`config.mk`:
```
export PLATFORM = sky130hd
export DESIGN_NAME = asram_ctrl
export DESIGN_NICKNAME = d
export VERILOG_FILES = /design/src/rtl/asram_pkg.sv /design/src/rtl/asram_timer.sv /design/src/rtl/asram_seq.sv /design/src/rtl/asram_io.sv /design/src/rtl/asram_ctrl.sv
export SDC_FILE = /design/constraint.sdc
export NUM_CORES = 1
export LEC_CHECK = 0
export BUFFER_PORTS_ARGS = -buffer_cell sky130_fd_sc_hd__buf_2
export CAP_MARGIN = 20
export CORE_MARGIN = 5
export CORE_UTILIZATION = 50
export CTS_CLUSTER_DIAMETER = 50
export DETAILED_ROUTE_END_ITERATION = 8
export PLACE_DENSITY = 0.92
export SYNTH_ARGS = -nofsm -noshare
export SYNTH_HDL_FRONTEND = slang
export SYNTH_SLANG_ARGS = --single-unit
export TNS_END_PERCENT = 20
```
`constraint.sdc`:
```
create_clock -name clk -period 4.5 [get_ports clk]
set_clock_uncertainty 0.15 [all_clocks]
set_input_delay 0.9 -clock clk [delete_from_list [all_inputs] [get_ports clk]]
set_output_delay 0.9 -clock clk [all_outputs]
set_load 0.01 [all_outputs]
```
`src/rtl/asram_pkg.sv`:
```
package asram_pkg;

  // Phases of one memory access.
  typedef enum logic [2:0] {
    ST_IDLE,
    ST_SETUP,
    ST_ACCESS,
    ST_HOLD,
    ST_TURN
  } asram_state_t;

endpackage

```
`src/rtl/asram_timer.sv`:
```
module asram_timer #(
  parameter int CNT_W = 3
) (
  input  logic             clk,
  input  logic             rst,
  input  logic             load,
  input  logic [CNT_W-1:0] load_val,
  output logic             expired
);

  logic [CNT_W-1:0] cnt;

  always_ff @(posedge clk) begin
    if (rst) begin
      cnt <= '0;
    end else if (load) begin
      cnt <= load_val;
    end else if (cnt != '0) begin
      cnt <= cnt - CNT_W'(1);
    end
  end

  assign expired = (cnt == '0);

endmodule

```
`src/rtl/asram_seq.sv`:
```
module asram_seq
  import asram_pkg::*;
#(
  parameter int SETUP_CYC     = 1,
  parameter int WR_PULSE_CYC  = 4,
  parameter int RD_ACCESS_CYC = 6,
  parameter int TURN_CYC      = 3
) (
  input  logic         clk,
  input  logic         rst,
  input  logic         req,
  input  logic         req_wr,
  output asram_state_t state,
  output asram_state_t nxt,
  output logic         op_wr_nxt,
  output logic         accept,
  output logic         sample,
  output logic         wr_end
);

  localparam int MAX_AB = (SETUP_CYC > WR_PULSE_CYC) ? SETUP_CYC : WR_PULSE_CYC;
  localparam int MAX_CD = (RD_ACCESS_CYC > TURN_CYC) ? RD_ACCESS_CYC : TURN_CYC;
  localparam int MAXC   = (MAX_AB > MAX_CD) ? MAX_AB : MAX_CD;
  localparam int CNT_W  = $clog2(MAXC + 1);

  logic             op_wr;
  logic             ld;
  logic [CNT_W-1:0] ldv;
  logic             expired;

  asram_timer #(.CNT_W(CNT_W)) u_timer (
    .clk      (clk),
    .rst      (rst),
    .load     (ld),
    .load_val (ldv),
    .expired  (expired)
  );

  always_comb begin
    nxt = state;
    ld  = 1'b0;
    ldv = '0;
    unique case (state)
      ST_IDLE: begin
        if (req) begin
          nxt = ST_SETUP;
          ld  = 1'b1;
          ldv = CNT_W'(SETUP_CYC - 1);
        end
      end
      ST_SETUP: begin
        if (expired) begin
          nxt = ST_ACCESS;
          ld  = 1'b1;
          ldv = op_wr ? CNT_W'(WR_PULSE_CYC - 1) : CNT_W'(RD_ACCESS_CYC - 1);
        end
      end
      ST_ACCESS: begin
        if (expired) begin
          if (op_wr) begin
            nxt = ST_HOLD;
          end else begin
            nxt = ST_TURN;
            ld  = 1'b1;
            ldv = CNT_W'(TURN_CYC - 1);
          end
        end
      end
      ST_HOLD: nxt = ST_IDLE;
      ST_TURN: begin
        if (expired) nxt = ST_IDLE;
      end
      default: nxt = ST_IDLE;
    endcase
  end

  assign accept    = (state == ST_IDLE) && req;
  assign op_wr_nxt = accept ? req_wr : op_wr;
  assign sample    = (state == ST_ACCESS) && expired && !op_wr;
  assign wr_end    = (state == ST_HOLD);

  always_ff @(posedge clk) begin
    if (rst) begin
      state <= ST_IDLE;
      op_wr <= 1'b0;
    end else begin
      state <= nxt;
      op_wr <= op_wr_nxt;
    end
  end


  hold_single_chk: assert property (@(posedge clk) disable iff (rst)
    (state == ST_HOLD) |=> (state == ST_IDLE));


  turn_after_read_chk: assert property (@(posedge clk) disable iff (rst)
    (state == ST_TURN) |-> !op_wr);

endmodule

```
`src/rtl/asram_io.sv`:
```
module asram_io
  import asram_pkg::*;
#(
  parameter int ADDR_W = 17,
  parameter int DATA_W = 8
) (
  input  logic              clk,
  input  logic              rst,
  input  asram_state_t      nxt,
  input  logic              op_wr_nxt,
  input  logic              accept,
  input  logic              sample,
  input  logic              wr_end,
  input  logic [ADDR_W-1:0] host_addr,
  input  logic [DATA_W-1:0] host_wdata,
  input  logic [DATA_W-1:0] mem_dq_in,
  output logic [ADDR_W-1:0] mem_addr,
  output logic              mem_ce_n,
  output logic              mem_ce,
  output logic              mem_we_n,
  output logic              mem_oe_n,
  output logic [DATA_W-1:0] mem_dq_out,
  output logic              mem_dq_oe,
  output logic [DATA_W-1:0] host_rdata,
  output logic              host_done
);

  logic sel_nxt;
  logic strobe_nxt;

  assign sel_nxt    = (nxt == ST_SETUP) || (nxt == ST_ACCESS) || (nxt == ST_HOLD);
  assign strobe_nxt = (nxt == ST_ACCESS);

  always_ff @(posedge clk) begin
    if (rst) begin
      mem_ce_n   <= 1'b1;
      mem_ce     <= 1'b0;
      mem_we_n   <= 1'b1;
      mem_oe_n   <= 1'b1;
      mem_dq_oe  <= 1'b0;
      host_done  <= 1'b0;
      host_rdata <= '0;
      mem_addr   <= '0;
      mem_dq_out <= '0;
    end else begin
      mem_ce_n  <= !sel_nxt;
      mem_ce    <= sel_nxt;
      mem_we_n  <= !(strobe_nxt && op_wr_nxt);
      mem_oe_n  <= !(strobe_nxt && !op_wr_nxt);
      mem_dq_oe <= sel_nxt && op_wr_nxt;
      host_done <= sample || wr_end;
      if (sample) host_rdata <= mem_dq_in;
      if (accept) begin
        mem_addr   <= host_addr;
        mem_dq_out <= host_wdata;
      end
    end
  end


  strobe_excl_chk: assert property (@(posedge clk) disable iff (rst)
    !(!mem_we_n && !mem_oe_n));


  we_selected_chk: assert property (@(posedge clk) disable iff (rst)
    !mem_we_n |-> (!mem_ce_n && mem_ce && mem_oe_n && mem_dq_oe));


  oe_selected_chk: assert property (@(posedge clk) disable iff (rst)
    !mem_oe_n |-> (!mem_ce_n && mem_ce && !mem_dq_oe));


  drive_start_chk: assert property (@(posedge clk) disable iff (rst)
    $rose(mem_dq_oe) |-> ($past(mem_ce_n) && $past(mem_oe_n)));


  addr_stable_chk: assert property (@(posedge clk) disable iff (rst)
    (!mem_ce_n && $past(!mem_ce_n)) |-> $stable(mem_addr));


  done_pulse_chk: assert property (@(posedge clk) disable iff (rst)
    host_done |=> !host_done);

endmodule

```
`src/rtl/asram_ctrl.sv`:
```
module asram_ctrl
  import asram_pkg::*;
#(
  parameter int ADDR_W        = 17,
  parameter int DATA_W        = 8,
  parameter int SETUP_CYC     = 1,
  parameter int WR_PULSE_CYC  = 4,
  parameter int RD_ACCESS_CYC = 6,
  parameter int TURN_CYC      = 3
) (
  input  logic              clk,
  input  logic              rst,
  input  logic              host_req,
  input  logic              host_wr,
  input  logic [ADDR_W-1:0] host_addr,
  input  logic [DATA_W-1:0] host_wdata,
  output logic              host_ready,
  output logic              host_done,
  output logic [DATA_W-1:0] host_rdata,
  output logic [ADDR_W-1:0] mem_addr,
  output logic              mem_ce_n,
  output logic              mem_ce,
  output logic              mem_we_n,
  output logic              mem_oe_n,
  output logic [DATA_W-1:0] mem_dq_out,
  output logic              mem_dq_oe,
  input  logic [DATA_W-1:0] mem_dq_in
);

  asram_state_t state;
  asram_state_t nxt;
  logic         op_wr_nxt;
  logic         accept;
  logic         sample;
  logic         wr_end;

  asram_seq #(
    .SETUP_CYC     (SETUP_CYC),
    .WR_PULSE_CYC  (WR_PULSE_CYC),
    .RD_ACCESS_CYC (RD_ACCESS_CYC),
    .TURN_CYC      (TURN_CYC)
  ) u_seq (
    .clk       (clk),
    .rst       (rst),
    .req       (host_req),
    .req_wr    (host_wr),
    .state     (state),
    .nxt       (nxt),
    .op_wr_nxt (op_wr_nxt),
    .accept    (accept),
    .sample    (sample),
    .wr_end    (wr_end)
  );

  asram_io #(
    .ADDR_W (ADDR_W),
    .DATA_W (DATA_W)
  ) u_io (
    .clk        (clk),
    .rst        (rst),
    .nxt        (nxt),
    .op_wr_nxt  (op_wr_nxt),
    .accept     (accept),
    .sample     (sample),
    .wr_end     (wr_end),
    .host_addr  (host_addr),
    .host_wdata (host_wdata),
    .mem_dq_in  (mem_dq_in),
    .mem_addr   (mem_addr),
    .mem_ce_n   (mem_ce_n),
    .mem_ce     (mem_ce),
    .mem_we_n   (mem_we_n),
    .mem_oe_n   (mem_oe_n),
    .mem_dq_out (mem_dq_out),
    .mem_dq_oe  (mem_dq_oe),
    .host_rdata (host_rdata),
    .host_done  (host_done)
  );

  assign host_ready = (state == ST_IDLE);


  idle_parked_chk: assert property (@(posedge clk) disable iff (rst)
    host_ready |-> (mem_ce_n && !mem_ce && mem_we_n && mem_oe_n && !mem_dq_oe));


  ready_drop_chk: assert property (@(posedge clk) disable iff (rst)
    (host_req && host_ready) |=> !host_ready);

endmodule

```
# Word-level counts from Yosys, hierarchy flattened

Index checks and enable logic that the tools add are counted.

Flip-flop bits (word level): 46
Output and inout bits: 40
Word-level logic and storage cells: 57

Add/sub/neg operators: 1
Equal/unequal tests: 7
Mux-type cells: 19
Reductions and logical operators: 18

Operator list:

| kind                                                 | count |
|---|---|
| 2-to-1 mux 3 bit                                     | 10 |
| equality test 3 x 2 -> 1 bit (second input constant) | 4 |
| one-hot mux 3 bit (4 select lines)                   | 1 |
| equality test 3 x 1 -> 1 bit (second input constant) | 2 |
| logical AND 1 bit                                    | 6 |
| logical NOT 3 bit                                    | 2 |
| one-hot mux 3 bit (2 select lines)                   | 1 |
| logical NOT 1 bit                                    | 5 |
| 2-to-1 mux 1 bit                                     | 5 |
| equality test 3 bit (second input constant)          | 1 |
| logical OR 1 bit                                     | 3 |
| one-hot mux 1 bit (3 select lines)                   | 1 |
| nonzero test 3 bit                                   | 1 |
| subtractor 3 x 1 -> 3 bit (second input constant)    | 1 |
| 2-to-1 mux 2 bit                                     | 1 |
| nonzero test 2 bit                                   | 1 |

# Depth between registers and ports, before layout

Gate-level depths: netlist of the first run.

Depth after elaboration: 7
Depth in mapped cells: 6
Mapped depth without buffers: 5

# By module

Synthesis of the first run repeated with hierarchy kept, for this count alone.

Cells, all modules: 178
Area, all modules: 1874.3 um^2

Modules (own cells, without submodules):

| module      | times used | cells an instance | area each (um^2) | sequential area each (um^2) |
|---|---|---|---|---|
| asram_io    | 1          | 123               | 1368.8           | 780.7 |
| asram_seq   | 1          | 32                | 289.0            | 80.1 |
| asram_timer | 1          | 22                | 206.4            | 60.1 |
| asram_ctrl  | 1          | 1                 | 10.0             | 0.0 |

# Worst setup path after synthesis of the first run

No wires, ideal clock.

Path type: in2reg
From: input port host_req
To: register u_io.mem_addr[10]
Setup time: 0.132 ns
Data arrival time: 1.759 ns
Required time: 4.218 ns
Path slack: 2.459 ns
Stages on the path: 5
Buffers on the path: 2
Path through: or4b_1 buf_2 buf_2 nand2_1 a21oi_1

Cells in the longest elaborated chain, start to end: 1

Ends and longest elaborated chain:

| what                   | line             | RTL |
|---|---|---|
| start: declaration     | asram_ctrl.sv:13 | `input logic host_req,` |
| logical AND 1 bit      | asram_seq.sv:77  | `assign accept = (state == ST_IDLE) && req;` |
| end signal: assignment | asram_io.sv:54   | `mem_addr <= host_addr;` |
| end: declaration       | asram_io.sv:17   | `output logic [ADDR_W-1:0] mem_addr,` |

No other way between the ends.
A chain may end at the register's enable or synchronous reset.

# Final worst setup path of the first run

From: input port host_req
To: register u_io.mem_dq_oe

Cells in the longest elaborated chain, start to end: 6
Elaborated cells on any way between the ends: 10
Classes of those cells: 3 x eq/ne; 3 x mux; 4 x reduce/logical

Ends and longest elaborated chain:

| what                                                                         | line            | RTL |
|---|---|---|
| 2-to-1 mux 3 bit                                                             | asram_seq.sv:45 | `if (req) begin` |
| one-hot mux 3 bit (4 select lines)                                           | asram_seq.sv:43 | `unique case (state)` |
| equality test 3 x 1 -> 1 bit or equality test 3 x 2 -> 1 bit (tied branches) | asram_io.sv:31  | `assign sel_nxt = (nxt == ST_SETUP) \|\| (nxt == ST_ACCESS) \|\| (nxt == ST_HOLD);` |
| logical OR 1 bit (2 in a row)                                                | asram_io.sv:31  |  |
| logical AND 1 bit *                                                          | asram_io.sv:50  | `mem_dq_oe <= sel_nxt && op_wr_nxt;` |
| end signal: assignment                                                       | asram_io.sv:50  |  |
| end: declaration                                                             | asram_io.sv:23  | `output logic mem_dq_oe,` |

Every way passes the cells marked *; elsewhere a longest branch is shown, timed or not.

==> results of run 1 <==
[layout by cell type (no fill, tap or decap), types with 2 or more instances in the layout]
cell | synthesis | routed
nor2b_1 | 2 | 2
ha_1 | 2 | 2
o21ai_0 | 6 | 6
nor3b_2 | 2 | 2
nand2b_1 | 2 | 2
nand2_1 | 53 | 53
nor3b_1 | 2 | 2
inv_1 | 4 | 4
a31o_1 | 2 | 2
o21ai_1 | 5 | 5
nand3b_1 | 5 | 5
a21oi_1 | 36 | 36
nand3_1 | 9 | 9
buf_2 | 7 | 76
clkbuf_8 | 0 | 6
dfxtp_1 | 46 | 46
nor2_1 | 4 | 4
[cell type report]
class,count,share of cell area
Clock inverter,1,0.002162
Clock buffer,7,0.03730
Timing Repair Buffer,77,0.1676
Sequential cell,46,0.3978
Inverter,4,0.006486
Tap cell,48,0.02595
Multi-Input combinational cell,150,0.3627
[worst paths after layout]
check | endpoint | cells past startpoint
max reg2reg | u_io.mem_dq_oe | 4
min reg2reg | u_io.mem_addr[12] | 2
max | u_io.mem_dq_oe | 5
min | u_io.mem_addr[12] | 2
[worst reg2reg max path: stages (launching register included)]
cell	delay [ns]
dfxtp_1	0.46
nor4b_4	0.77
buf_4	0.35
mux2i_1	0.34
a311oi_2	0.09
[state kept, by name, summed over array words and instances, names as in the netlist]
signal,cells
u_io.host_rdata,8
u_io.mem_we_n,1
u_io.mem_dq_out,8
u_seq.u_timer.cnt,3
u_io.host_done,1
u_io.mem_addr,17
u_io.mem_oe_n,1
u_seq.op_wr,1
u_io.mem_ce,1
u_io.mem_dq_oe,1
u_io.mem_ce_n,1
u_seq.state,3
[stage by stage]
stage	worst slack (ns)	cells	utilization
5_1_grt	1.949	333	0.6371
4_1_cts	2.082	333	0.6371
3_3_place_gp	1.822	325	0.6119
2_1_floorplan	2.459	217	-
3_5_place_dp	1.752	325	0.6119
6_report	2.078	333	0.6371
[power breakdown]
group          total [W]  leakage (nW)  internal [W]  switching, W
combinational   0.000457         0.610      0.000181      0.000276
sequential      0.000539         0.376      0.000480     0.0000596
clock           0.000252        0.0482      0.000124      0.000128
[layer usage]
layer  vias up  GRT usage  share of wire
li1        882          -              -
met1       755     0.2202           0.45
met2        64     0.2832           0.45
met3         4    0.07813          0.095
met4         0    0.04802         0.0078
met5         -          0              0
[kinds of logic (layout without fill, tap and decap cells)]
family          count (synthesis)  after routing
mux                             2              2
compound gates                 59             59
fa+ha+maj                       2              2
flops                          46             46
xor+xnor                        1              1
buf+inv                        21             89
simple gates                   86             86
==> impl_metrics.toml, run 1 <==
[setup_path]
critical_path_required_ns = 4.47
reg2reg_from = "u_seq.state[1]"
cp.arrival_ns = 2.40
path_delay_family = "simple AND/OR/NAND/NOR gates"
worstPathBufferInverterCount = 2
timing.setup.critical_path_class = "in -> reg"
slowest_cell_on_the_critical_path = "nor4b_4"
end_kind = "flop"
critical-path-max-stage-delay_ns = 0.63
reg2reg_setup_slack_ns = 2.18
critical_path.startpoint = "host_req"
crit_path_cell_trace = "buf_2 -> nor4b_4 -> buf_4 -> mux2i_1 -> a311oi_2"
cp_max_fo = 15
worstSetupStartpointType = "input port"

[logic_synthesis]
netlist-cell-type-count = 39
simple_gate_share_of_the_synthesized_area = 0.2337
synth.yosys.seq_area_share = 0.4956
synth.cell_area_um2 = 1858
ys_seq_elements = 46
synthXorXnorAreaFrac = 0.004714
synthesized_area_fraction_occupied_by_ao_oa_aoi_and_oai_cells = 0.1838
mappedNetlistNets = 256
synth_top_cells_by_count = "53 x nand2_1, 46 x dfxtp_1, 36 x a21oi_1, 9 x nand3_1"
ys.warnings.count = 0
synth_enable_flop_cells = 0
post_synth_mux_area_share = 0.01145
synth_most_common_cell = "nand2_1"
async_set_reset_flop_share_out_of_synthesis = 0
postSynthCellCount = 217
synthFlopType = "dfxtp_1"
synth_top_area_share = 0.4956
yosys.area_share.adder = 0.01347
synth_top_family_by_area = "simple AND/OR/NAND/NOR gates"
syn_avg_cell_area_um2 = 8.562
synth_area_leader_cell = "dfxtp_1"
post_synth_main_area_contributors = "dfxtp_1 50%, nand2_1 11%, a21oi_1 9.7%"

[clock_tree]
cts.root.buffer_cell = "clkbuf_8"
clock_latency_ns = 0.29
cts_post_setup_buffers_inserted = 0
clkSlewWorstSetupHoldPaths_ns = 0.08
cts_repair_resize_count = 0
number_of_buffers_on_the_longest_clock_path = 2
cts.hold.buffers_added = 0
htreeDepth = 2
cts-buffers-inserted = 5
cts_tree = "yes"
cts.sinks = 46

[place]
final_weighted_congestion_in_routability_driven_placement = 0.8894
dp.final_hpwl_mm = 3.033
numPortBuffers = 76
placed_area_um2 = 2223

[hold_path]
min_from = "u_io.mem_addr[12]"
class_of_the_tightest_hold_or_removal_check = "reg -> reg"

[route]
wl_per_cell_um = 13.04
wl_mm = 4.342
routed-via-count = 1705
route.detailed.drc = 0
number_of_nets_still_failing_antenna_checks_after_routing = 0
drt-pass1-iter-count = 4
post_drt_via_cell_ratio = 5.120
dr.first_iter.drc_count = 77

[job]
maxCapViolations = 0

[timing]
slew-limit-headroom = 0.3794
final_min_period_over_clock_period = 0.5383
setup_violations = 0
timing.fmax_mhz = 412.8
fin_crit_ns = 2.422
final-max-slew-violation-count = 0
finalHoldWorstSlack_ns = 0.3049
fin_setup_tns_ns = 0
final_hold_viol_count = 0
rsz_0062_raised_after_global_routing = "no"
worstMarginPinSlew_ns = 0.9309

[power_and_ir_drop]
post-layout-total-power_w = 0.001247
p_leak_nw = 1.035
p_per_area_nw_per_um2 = 538.9
ir_worst_vdd_mv = 0.2418

[finish]
final-seq-area_um2 = 920.9
syn_to_final_growth_pct = 24.58
drive_gt1_frac = 0.3228
multi_input_area_um2 = 839.6
final.fill_count = 333
n_antenna_cell = 0
fin_nets = 323
final_area_um2 = 2315

[die]
dieWidth_um = 70.96
start_util = 0.5114
floorplan.die.height_um = 70.96
core_area_um2 = 3633
row_count = 22
die-area_um2 = 5035
top_level_ports = 77

[global_route]
globalRouteOverflowTotal = 0
antenna_found_initial = 0
vias_in_the_first_global_route = 1579
pin_count_of_the_biggest_net_entering_global_routing = 43
all_layer_global_routing_usage = 0.1780
global_route_wire_length_before_repair_mm = 7.238

[status]
outcome = "finished, final reports clean"
No activity file was read; power rests on OpenSTA's default activity.
==> inputs of run 2 (changes only) <==
--- a/config.mk
+++ b/config.mk
@@ -8,10 +8,10 @@
 export BUFFER_PORTS_ARGS = -buffer_cell sky130_fd_sc_hd__buf_2
 export CAP_MARGIN = 20
 export CORE_MARGIN = 5
-export CORE_UTILIZATION = 50
+export CORE_UTILIZATION = 42
 export CTS_CLUSTER_DIAMETER = 50
 export DETAILED_ROUTE_END_ITERATION = 8
-export PLACE_DENSITY = 0.92
+export PLACE_DENSITY = 0.83
 export SYNTH_ARGS = -nofsm -noshare
 export SYNTH_HDL_FRONTEND = slang
 export SYNTH_SLANG_ARGS = --single-unit
==> constraint.sdc (replaced) <==
create_clock -name clk -period 2 [get_ports clk]
set_clock_uncertainty 0.15 [all_clocks]
set_input_delay 0.4 -clock clk [delete_from_list [all_inputs] [get_ports clk]]
set_output_delay 0.4 -clock clk [all_outputs]
set_load 0.01 [all_outputs]
==> run 2 against run 1 <==
Cell area is 3.2% higher. Routed wire length grew 4.6%. First-iteration DRC count decreased by 29%. Non-clock buffer count increased by 10. Via count increased by 2.6%. Register-to-register slack worse by 1.9 ns. Global-route usage decreased by 1.8 points. Final cell count increased by 4.2%. Sequential power rose by 120%. Core utilization down 8.4 points. Hold slack worse by 0.12 ns.
==> impl_metrics.toml, run 2 (synthesis gave the netlist of run 1 again) <==
[power_and_ir_drop]
p_comb_frac = 0.399
switching_share = 0.3668
p_leak_nw = 1.081
p_sw_w = 0.001056
p_per_area_nw_per_um2 = 1205
power.share.sequential = 0.411
post-layout-total-power_w = 0.002880
power.internal_w = 0.001823
ir_worst_vdd_mv = 0.6321
p_clk_frac = 0.190

[finish]
registers.top_by_ff_count = "u_io.mem_addr"
drive_gt1_frac = 0.3458
layout.cells.most_common = "buf_2"
syn_to_final_growth_pct = 28.62
max_ffs_per_register = 17
fin_nets = 333
layout_common_cells = "76 x buf_2, 53 x nand2_1, 46 x dfxtp_1"
n_antenna_cell = 0
biggestRegsByFlops = "u_io.mem_addr: 17 flops, u_io.host_rdata: 8 flops, u_io.mem_dq_out: 8 flops"
final_core_util = 0.5527
final_area_um2 = 2390

[route]
drt-pass1-iter-count = 4
wl_mm = 4.543
route.detailed.drc = 0
wl_per_cell_um = 13.09
post_drt_via_cell_ratio = 5.043
dr.first_iter.drc_count = 55
routed-via-count = 1750
number_of_nets_still_failing_antenna_checks_after_routing = 0

[place]
final_weighted_congestion_in_routability_driven_placement = 0.8357
post-place-ws_ns = 0.2866
numPortBuffers = 76
placed_area_um2 = 2303
dp.final_hpwl_mm = 3.444

[clock_tree]
cts_repair_resize_count = 0
cts_tree = "yes"
cts-buffers-inserted = 5
clock_latency_ns = 0.29
number_of_buffers_on_the_longest_clock_path = 2
cts.root.buffer_cell = "clkbuf_8"
htreeDepth = 2
cts.hold.buffers_added = 0
cts_post_setup_buffers_inserted = 0
cts.sinks = 46
clkSlewWorstSetupHoldPaths_ns = 0.08

[timing]
timing.fmax_mhz = 571.2
final_hold_viol_count = 0
setup_violations = 0
fin_ws_ns = 0.2493
worstMarginPinSlew_ns = 0.4184
slew-limit-headroom = 0.7198
final_min_period_over_clock_period = 0.8753
rsz_0062_raised_after_global_routing = "no"
fin_crit_ns = 1.751
fin_setup_tns_ns = 0
final-max-slew-violation-count = 0

[die]
core_area_um2 = 4324
start_util = 0.4297
floorplan.die.height_um = 76.51
top_level_ports = 77
row_count = 24
die-area_um2 = 5854
dieWidth_um = 76.51

[global_route]
global_route_wire_length_before_repair_mm = 7.734
pin_count_of_the_biggest_net_entering_global_routing = 28
vias_in_the_first_global_route = 1622
antenna_found_initial = 0
all_layer_global_routing_usage = 0.1602
globalRouteOverflowTotal = 0

[setup_path]
slowest_cell_on_the_critical_path = "dfxtp_1"
worstPathBufferInverterCount = 2
crit_path_cell_trace = "buf_4 -> nor3_1 -> buf_2"
cp.arrival_ns = 1.20
end_kind = "output pin"
timing.setup.critical_path_class = "reg -> out"
worstSetupStartpointType = "flop"
critical-path-max-stage-delay_ns = 0.39
critical_path_required_ns = 1.45
cp_max_fo = 7
path_delay_family = "flip-flops"

[status]
outcome = "finished, final reports clean"

[job]
maxCapViolations = 0

[hold_path]
class_of_the_tightest_hold_or_removal_check = "in -> reg"
==> run 2: changes by cell type in the layout (fill, tap and decap cells not counted) <==
cell | previous run | this run
buf_4 | 1 | 11
clkbuf_8 | 6 | 5
clkinv_4 | 0 | 1
==> run 2: routing by layer <==
layer  track usage  wire length [um]
met5             0                 0
met4       0.04720                54
met3       0.05910               376
met2        0.2671              2216
met1        0.1912              1895
==> run 2: worst min-delay path: cells and delay by family <==
kind | cells | cell delay, ns
AO/OA/AOI/OAI | 1 | 0.05
AND/OR/NAND/NOR | 1 | 0.04
buffers and inverters | 1 | 0.10
==> run 2: final timing paths <==
| check | start | to | slack [ns] | cells after the start |
|---|---|---|---|---|
| worst min register to register | u_io.mem_addr[12] | u_io.mem_addr[12] | 0.31 | 2 |
| worst max-delay path | u_seq.state[1] | host_ready | 0.25 | 3 |
| worst min-delay path | host_wdata[1] | u_io.mem_dq_out[1] | 0.18 | 3 |
| worst max register to register | u_seq.u_timer.cnt[0] | u_io.host_rdata[5] | 0.26 | 5 |
==> run 2: through the flow <==
| stage | hold WS (ns) | std cells |
|---|---|---|
| floorplan | 0.3305 | 217 |
| global placement | 0.2892 | 339 |
| detailed placement | 0.2964 | 339 |
| CTS | 0.1728 | 347 |
| global route | 0.1724 | 347 |
| finish | 0.1846 | 347 |
==> run 2: area by class of cell <==
class                   instances  area, um2
fillers                       409       1934
clock inverters                 2      13.76
repair buffers                 87      462.9
multi-input cells             150      839.6
well taps                      52      65.06
clock buffers                   6      72.57
flip-flops and latches         46      920.9
inverters                       4      15.01
==> run 2: power by group through the flow <==
stage	registers, W	logic [W]	clock network (W)
2_1_floorplan	0.00124	0.000735	0
3_3_place_gp	0.00120	0.00114	0
3_5_place_dp	0.00121	0.00115	0
4_1_cts	0.00119	0.00116	0.000570
5_1_grt	0.00121	0.00128	0.000625
6_report	0.00118	0.00115	0.000547
==> inputs of run 3 (changes only) <==
--- a/config.mk
+++ b/config.mk
@@ -5,13 +5,13 @@
 export SDC_FILE = /design/constraint.sdc
 export NUM_CORES = 1
 export LEC_CHECK = 0
-export BUFFER_PORTS_ARGS = -buffer_cell sky130_fd_sc_hd__buf_2
+export BUFFER_PORTS_ARGS = -buffer_cell sky130_fd_sc_hd__buf_4
 export CAP_MARGIN = 20
 export CORE_MARGIN = 5
 export CORE_UTILIZATION = 42
 export CTS_CLUSTER_DIAMETER = 50
 export DETAILED_ROUTE_END_ITERATION = 8
-export PLACE_DENSITY = 0.83
+export PLACE_DENSITY_LB_ADDON = 0.1
 export SYNTH_ARGS = -nofsm -noshare
 export SYNTH_HDL_FRONTEND = slang
 export SYNTH_SLANG_ARGS = --single-unit
==> run 3 against run 2 <==
First-iteration DRC count rose by 100%. Sequential share of layout area shrank 3.0 points. Die area did not move. Global-route usage rose by 0.13 points. Combinational power up 7%. Critical endpoint unchanged.
==> impl_metrics.toml, run 3 (synthesis gave the netlist of run 1 again) <==
[status]
outcome = "finished, final reports clean"

[power_and_ir_drop]
power.internal_w = 0.001976
p_per_area_nw_per_um2 = 1182
power.share.sequential = 0.393
p_comb_frac = 0.401
ir_worst_vdd_mv = 0.6136
switching_share = 0.3549
post-layout-total-power_w = 0.003063
p_leak_nw = 1.125
p_sw_w = 0.001087
p_clk_frac = 0.206

[finish]
layout_common_cells = "86 x buf_4, 53 x nand2_1, 46 x dfxtp_1"
drive_gt1_frac = 0.3469
max_ffs_per_register = 17
biggestRegsByFlops = "u_io.mem_addr: 17 flops, u_io.host_rdata: 8 flops, u_io.mem_dq_out: 8 flops"
fin_nets = 332
n_antenna_cell = 0
final_area_um2 = 2591
layout.cells.most_common = "buf_4"
registers.top_by_ff_count = "u_io.mem_addr"
syn_to_final_growth_pct = 39.46
final_cells = 346

[timing]
fin_setup_tns_ns = 0
finalHoldWorstSlack_ns = 0.1880
final_min_period_over_clock_period = 0.8999
worstMarginPinSlew_ns = 0.4901
timing.fmax_mhz = 555.6
final_hold_viol_count = 0
final-max-slew-violation-count = 0
rsz_0062_raised_after_global_routing = "no"
fin_crit_ns = 1.800
slew-limit-headroom = 0.6719
setup_violations = 0

[place]
number_of_placed_cells_counting_well_taps = 338
final_weighted_congestion_in_routability_driven_placement = 0.7881
dp.final_hpwl_mm = 3.475
numPortBuffers = 76
placed_area_um2 = 2486

[route]
route.detailed.drc = 0
dr.first_iter.drc_count = 112
wl_mm = 4.760
post_drt_via_cell_ratio = 4.951
routed-via-count = 1713
drt-pass1-iter-count = 4
wl_per_cell_um = 13.76
number_of_nets_still_failing_antenna_checks_after_routing = 0

[setup_path]
r2r_end = "u_io.host_rdata[1]"
critical_path.startpoint = "u_seq.state[0]"
worstSetupStartpointType = "flop"
reg2reg_setup_slack_ns = 0.26
endpoint = "host_ready"
cp.arrival_ns = 1.25
cp_max_fo = 10
critical_path_required_ns = 1.45
end_kind = "output pin"
reg2reg_from = "u_seq.u_timer.cnt[0]"
reg2reg_path_depth = 5
timing.setup.critical_path_class = "reg -> out"

[global_route]
antenna_found_initial = 0
all_layer_global_routing_usage = 0.1614
global_route_wire_length_before_repair_mm = 7.803
grt-busiest-layer = "met2"
gr-usage-met2 = 0.2663
globalRouteMet1Util = 0.1965
use_met3 = 0.06147
globalRouteOverflowTotal = 0
pin_count_of_the_biggest_net_entering_global_routing = 43
vias_in_the_first_global_route = 1610

[clock_tree]
cts.hold.buffers_added = 0
clkSlewWorstSetupHoldPaths_ns = 0.09
clock_latency_ns = 0.30
cts_tree = "yes"
number_of_buffers_on_the_longest_clock_path = 2
cts.root.buffer_cell = "clkbuf_8"
htreeDepth = 2
cts_repair_resize_count = 0
cts.sinks = 46
cts_post_setup_buffers_inserted = 0
cts-buffers-inserted = 5

[die]
floorplan.die.height_um = 76.51
die-area_um2 = 5854
top_level_ports = 77
dieWidth_um = 76.51
row_count = 24
core_area_um2 = 4324
start_util = 0.4297

[hold_path]
min_from = "host_addr[9]"
class_of_the_tightest_hold_or_removal_check = "in -> reg"

[job]
maxCapViolations = 0
[run 3: worst min-delay path by stage]
stage	to	slack [ns]	depth (start not counted)
after detailed placement	u_io.mem_addr[5]	0.30	2
final	u_io.mem_addr[9]	0.19	3
after CTS	u_io.mem_addr[9]	0.18	3
after floorplan	u_io.mem_addr[0]	0.33	2
after global placement	u_io.mem_addr[5]	0.29	2
after global routing	u_io.mem_addr[7]	0.17	3
[run 3: cell type report]
class	count	area [um2]
fillers	398	1733
flip-flops and latches	46	920.9
multi-input cells	150	839.6
repair buffers	86	645.6
clock buffers	7	96.34
well taps	52	65.06
inverters	4	15.01
clock inverters	1	8.758
[run 3: layer usage]
metal / share of wire / wire, um
met5: 0 / 0
met4: 0.011 / 53
met3: 0.072 / 344
met2: 0.47 / 2231
met1: 0.45 / 2132
[run 3: power groups by stage]
stage / logic (W) / registers (W) / clock network, W
after floorplan: 0.000735 / 0.00124 / 0
after CTS: 0.00125 / 0.00120 / 0.000655
final: 0.00123 / 0.00120 / 0.000631
after detailed placement: 0.00124 / 0.00122 / 0
after global routing: 0.00137 / 0.00123 / 0.000698
after global placement: 0.00124 / 0.00122 / 0
[run 3: worst max-delay path, cell delays in order (launching register included)]
cell	delay, ns
dfxtp_1	0.56
buf_4	0.20
nor3_1	0.05
buf_4	0.15
[run 3: stage by stage]
| step | utilization | setup slack [ns] |
|---|---|---|
| 2_1_floorplan | - | 0.3330 |
| 3_3_place_gp | 0.5749 | 0.2385 |
| 3_5_place_dp | 0.5749 | 0.2668 |
| 4_1_cts | 0.5992 | 0.1795 |
| 5_1_grt | 0.5992 | 0.1277 |
| 6_report | 0.5992 | 0.2002 |
